## src/rtl/baud_tick_pkg.sv

```systemverilog
package baud_tick_pkg;

    typedef enum logic {
        GEN_IDLE = 1'b0,
        GEN_RUN  = 1'b1
    } gen_state_e;

    typedef struct packed {
        logic tick_pend;
        logic ext_pend;
    } pend_t;

endpackage

```

## src/rtl/baud_div_src.sv

```systemverilog
module baud_div_src #(
    parameter int BYTE_W = 8,
    localparam int DIV_W = 2 * BYTE_W
) (
    input  logic [BYTE_W-1:0] hi_byte,
    input  logic [BYTE_W-1:0] lo_byte,
    output logic [DIV_W-1:0]  reload_val,
    output logic              div_zero
);

    logic [DIV_W-1:0] divisor;

    always_comb begin
        divisor    = {hi_byte, lo_byte};
        div_zero   = (divisor == '0);
        reload_val = divisor - DIV_W'(1);
    end

endmodule

```

## src/rtl/baud_div_cnt.sv

```systemverilog
module baud_div_cnt
    import baud_tick_pkg::*;
#(
    parameter int DIV_W = 16
) (
    input  logic             clk,
    input  logic             rst_n,
    input  logic             start,
    input  logic [DIV_W-1:0] reload_val,
    input  logic             div_zero,
    output logic             tick_evt,
    output logic             tick
);

    typedef struct packed {
        gen_state_e       run;
        logic [DIV_W-1:0] cnt;
        logic             tick;
    } cnt_st_t;

    cnt_st_t st_d, st_q;

    always_comb begin
        st_d      = st_q;
        st_d.tick = 1'b0;
        tick_evt  = 1'b0;
        if (start) begin
            if (div_zero) begin
                st_d.run = GEN_IDLE;
                st_d.cnt = '0;
            end else begin
                st_d.run = GEN_RUN;
                st_d.cnt = reload_val;
            end
        end else if (st_q.run == GEN_RUN) begin
            if (st_q.cnt == '0) begin
                tick_evt  = 1'b1;
                st_d.tick = 1'b1;
                if (div_zero) begin
                    st_d.run = GEN_IDLE;
                    st_d.cnt = '0;
                end else begin
                    st_d.cnt = reload_val;
                end
            end else begin
                st_d.cnt = st_q.cnt - DIV_W'(1);
            end
        end
    end

    always_ff @(posedge clk or negedge rst_n) begin
        if (!rst_n) begin
            st_q <= '{run: GEN_IDLE, cnt: '0, tick: 1'b0};
        end else begin
            st_q <= st_d;
        end
    end

    assign tick = st_q.tick;

endmodule

```

## src/rtl/baud_pend_ctl.sv

```systemverilog
module baud_pend_ctl
    import baud_tick_pkg::*;
(
    input  logic clk,
    input  logic rst_n,
    input  logic tick_evt,
    input  logic tick_ie,
    input  logic ext_ie,
    input  logic clr,
    output logic tick_pend,
    output logic ext_pend
);

    pend_t pend_d, pend_q;

    always_comb begin
        pend_d = pend_q;
        if (clr) begin
            pend_d.tick_pend = 1'b0;
            pend_d.ext_pend  = 1'b0;
        end
        if (tick_evt) begin
            if (tick_ie && ext_ie) begin
                pend_d.ext_pend  = 1'b1;
                pend_d.tick_pend = 1'b0;
            end else begin
                pend_d.tick_pend = 1'b1;
            end
        end
    end

    always_ff @(posedge clk or negedge rst_n) begin
        if (!rst_n) begin
            pend_q <= '{tick_pend: 1'b0, ext_pend: 1'b0};
        end else begin
            pend_q <= pend_d;
        end
    end

    assign tick_pend = pend_q.tick_pend;
    assign ext_pend  = pend_q.ext_pend;

endmodule

```

## src/rtl/baud_tick_irq.sv

```systemverilog
module baud_tick_irq #(
    parameter int BYTE_W = 8,
    localparam int DIV_W = 2 * BYTE_W
) (
    input  logic              clk,
    input  logic              rst_n,
    input  logic [BYTE_W-1:0] div_hi,
    input  logic [BYTE_W-1:0] div_lo,
    input  logic              gen_start,
    input  logic              tick_ie,
    input  logic              ext_ie,
    input  logic              clr,
    output logic              tick,
    output logic              tick_pend,
    output logic              ext_irq
);

    logic [DIV_W-1:0] reload_val;
    logic             div_zero;
    logic             tick_evt;

    baud_div_src #(.BYTE_W(BYTE_W)) i_src (
        .hi_byte    (div_hi),
        .lo_byte    (div_lo),
        .reload_val (reload_val),
        .div_zero   (div_zero)
    );

    baud_div_cnt #(.DIV_W(DIV_W)) i_cnt (
        .clk        (clk),
        .rst_n      (rst_n),
        .start      (gen_start),
        .reload_val (reload_val),
        .div_zero   (div_zero),
        .tick_evt   (tick_evt),
        .tick       (tick)
    );

    baud_pend_ctl i_pend (
        .clk       (clk),
        .rst_n     (rst_n),
        .tick_evt  (tick_evt),
        .tick_ie   (tick_ie),
        .ext_ie    (ext_ie),
        .clr       (clr),
        .tick_pend (tick_pend),
        .ext_pend  (ext_irq)
    );

endmodule

```

## config.mk

```make
export PLATFORM = sky130hd
export DESIGN_NAME = baud_tick_irq
export DESIGN_NICKNAME = d
export VERILOG_FILES = /design/src/rtl/baud_tick_pkg.sv /design/src/rtl/baud_div_src.sv /design/src/rtl/baud_div_cnt.sv /design/src/rtl/baud_pend_ctl.sv /design/src/rtl/baud_tick_irq.sv
export SDC_FILE = /design/constraint.sdc
export NUM_CORES = 1
export LEC_CHECK = 0
export CORE_ASPECT_RATIO = 0.75
export CORE_MARGIN = 5
export CORE_UTILIZATION = 30
export CTS_BUF_LIST = sky130_fd_sc_hd__clkbuf_8 sky130_fd_sc_hd__clkbuf_16
export CTS_CLUSTER_DIAMETER = 150
export CTS_CLUSTER_SIZE = 40
export DETAILED_ROUTE_END_ITERATION = 10
export DONT_BUFFER_PORTS = 1
export SLEW_MARGIN = 20
export SYNTH_ARGS = -nofsm -noshare
export SYNTH_HDL_FRONTEND = slang
export SYNTH_SLANG_ARGS = --single-unit
```

## constraint.sdc

```tcl
create_clock -name clk -period 3.27 [get_ports clk]
set_input_delay 0.4905 -clock clk [delete_from_list [all_inputs] [get_ports clk]]
set_output_delay 0.4905 -clock clk [all_outputs]
set_load 0.01 [all_outputs]
```

==> key figures <==
Detailed routing
  – Final wirelength: 4030 µm
  – Detailed-route wire length per cell: 16.7 µm
  – Via count normalized by instance count: 5.80
  – Post-route ant nets: 0
  – Overall via count from detail_route: 1399
  – First-pass DRT Iterations: 4
  – Number of violations reported at the end of detailed-routing iteration 0: 181
  – Final routed DRC violation total: 0

Job
  – Maximum capacitance violations: 0

Worst setup path
  – Data arrival, critical path: 2.91 ns
  – Critical path launch point type: flip-flop
  – Terminus of the critical flop-to-flop path: i_pend.tick_pend
  – R2R Setup Slk: 0.50 ns
  – Crit path largest cell delay: 0.60 ns
  – Start point of the critical path: i_cnt.st_q[5]
  – Max Fanout on Critical Path: 9
  – Worst setup path end: i_pend.tick_pend
  – Crit end category: flip-flop
  – List of cells traversed by the critical path: or4_4 > or4b_4 > or4_4 > nor2_4 > mux2_1
  – Crit path kind: reg2reg
  – Launching point of the worst reg2reg path: i_cnt.st_q[5]
  – Critical-path top delay cell: or4_4
  – R2R cell count: 5
  – Data required time at the worst endpoint: 3.41 ns
  – Most used cell, CP: or4_4

STA
  – Final-report hold violation count: 0
  – Post-route fraction of the period consumed by the critical path: 0.846
  – Setup slack of the critical path after layout: 0.503 ns
  – Unrepaired setup endpoints after global routing: false
  – Worst Clk Skew: 0.00980 ns
  – Total negative setup slack: 0 ns
  – Relative slew margins: 0.396
  – Fin crit period: 2.77 ns
  – Transition at the pin with the smallest max-transition slack: 0.904 ns
  – Final setup violation count: 0
  – Fmax: 361 MHz
  – Pins Over Slew Limit: 0

Floorplan
  – Starting density of the core: 0.310
  – Die ar.: 6600 µm²
  – I/O pin cnt: 25
  – Core region area: 4900 µm²
  – Die outline height: 71.6 µm
  – Standard-cell row count: 22
  – Die W: 92.2 µm

Layout
  – Diodes inserted: 0
  – Layout area overhead: 8.73%
  – Ratio of cells with drive above 1 in the final layout: 0.0994
  – Layout Utilization: 0.337
  – Fill cells: 524
  – Number of nets at the end of the flow: 207

Clock tree
  – Worst-path clk slew: 0.08 ns
  – Total CTS buffers: 3
  – Max H-tree Level: 1
  – CTS tree: done
  – Master cell of the clock root buffer: clkbuf_8
  – Number of setup buffers added after CTS: 0
  – Clock network latency to the later pin of the worst-skew pair: 0.26 ns
  – Clk buf depth: 2
  – CTS sink count: 20

Synth
  – Ys async rst share: 1.00
  – Netlist cell types: 50
  – Syn nets: 204
  – Most frequently used flop master after synthesis: dfrtp_1
  – FF+latch count, synth: 20
  – Sequential fraction of the synthesis area: 0.329
  – Post-synthesis instance total: 179
  – Count of yosys warnings during synthesis: 0
  – EDFF count, synth: 0
  – Mapped cell area: 1520 µm²
  – Synthesized area per cell: 8.49 µm²

Global routing
  – Final global-route overflow total: 0
  – First-pass GRT wire length: 6460 µm
  – Overall global routing resource usage: 0.123
  – Pin count of the biggest net entering global routing: 21
  – Number of antenna violations at the first check in global routing: 0
  – Number of global-route vias before repair: 1275

Power and ir drop
  – Max rail drop VDD: 135 µV
  – Leakage component of the power: 0.580 nW
  – Ratio of total power to cell area: 375 nW/µm²

Placed design
  – Port Buffer Count: 0
  – Gpl congestion: 0.879
  – Worst setup timing slack at the placement stage: 0.543 ns
  – HPWL Detailed: 3130 µm

Min path
  – Class of the tightest hold or removal check: in2reg
  – Hold depth: 1

Outcome
  – Status: finished, final reports clean
registers in the layout, indices dropped and copies added (netlist names):
signal / cells
i_cnt.st_q: 17
i_cnt.tick: 1
i_pend.ext_pend: 1
i_pend.tick_pend: 1
synthesized netlist by cell type (all sizes together) (2+ instances only):
cell type / instances / area (µm²)
or4b: 2 / 23.8
a31oi: 2 / 12.5
o31a: 2 / 18.8
and3: 2 / 12.5
nor3: 9 / 45.0
a32oi: 2 / 17.5
o211ai: 2 / 15.0
ha: 3 / 37.5
o21ai: 10 / 50.1
xnor2: 7 / 61.3
o32ai: 2 / 17.5
nor4: 10 / 62.6
nor2b: 3 / 18.8
nand4: 4 / 25.0
clkbuf: 5 / 18.8
nor2: 19 / 78.8
dfrtp: 20 / 500
o31ai: 2 / 15.0
or4: 5 / 45.0
a21oi: 5 / 25.0
a21o: 2 / 15.0
a21boi: 2 / 15.0
inv: 7 / 26.3
mux2i: 2 / 20.0
o22ai: 2 / 12.5
nand2b: 2 / 12.5
nand2: 17 / 63.8
or2: 3 / 18.8
or3: 2 / 12.5
xor2: 8 / 70.1
layout by cell type (no fill, tap or decap), drive strengths merged, types with 4 or more instances in the layout:
master	n
nor2	19
inv	7
a21oi	5
dfrtp	20
clkbuf	4
nor4	10
xor2	8
nand2	17
or4	5
xnor2	7
nand4	4
o21ai	10
nor3	9
cell families after synthesis:
logic type | count (synthesis) | synth area share
AO/OA/AOI/OAI | 41 | 0.189
XOR/XNOR | 15 | 0.0865
adder cells (fa/ha/maj) | 3 | 0.0247
buffers and inverters | 13 | 0.0371
flip-flops | 20 | 0.329
multiplexers | 3 | 0.0206
AND/OR/NAND/NOR | 84 | 0.312
how the worst min path moves through the flow:
stage,from,to
2_1_floorplan,rst_n,i_cnt.st_q[10]
3_3_place_gp,rst_n,i_cnt.tick
3_5_place_dp,rst_n,i_pend.ext_pend
4_1_cts,gen_start,i_cnt.st_q[11]
5_1_grt,clr,i_pend.ext_pend
6_report,gen_start,i_cnt.st_q[11]
area by class of cell:
class,count,area (µm²),area share
clock buffer,4,55.1,0.0333
multi-input combinational,146,962,0.583
inverter,7,26.3,0.0159
tap,60,75.1,0.0455
timing repair buffer,4,32.5,0.0197
sequential,20,500,0.303
worst max-delay path: cells and delay by family, from the launching register on:
kind	cells	cell delay, ns
flip-flops	1	0.45
multiplexers	1	0.32
AND/OR/NAND/NOR	4	1.86
report_power, final:
group / internal (W) / switching (W)
Clock: 0.000107 / 0.0000846
Sequential: 0.000272 / 0.0000338
Combinational: 0.0000557 / 0.0000656
repair_timing:
action                                 4_1_cts  5_1_grt
hold buffers                                 1        0
endpoints found under the hold margin       20        0
resized for setup                            0        0
through the flow:
step                hold WS, ns  total power [W]  instances  cell area (µm²)
floorplan                 0.195         0.000396        179             1520
global placement          0.195         0.000420        236             1590
detailed placement        0.195         0.000424        236             1590
CTS                       0.301         0.000623        241             1650
global route              0.312         0.000649        241             1650
finish                    0.307         0.000619        241             1650
layer usage:
metal / up-vias / part of all wire / track usage
met5: - / 0 / 0
met4: 0 / 0.0097 / 0.0297
met3: 4 / 0.080 / 0.0294
met2: 62 / 0.39 / 0.161
met1: 654 / 0.52 / 0.195
li1: 679 / - / -
Note: power is estimated with default switching activity, not from simulation.
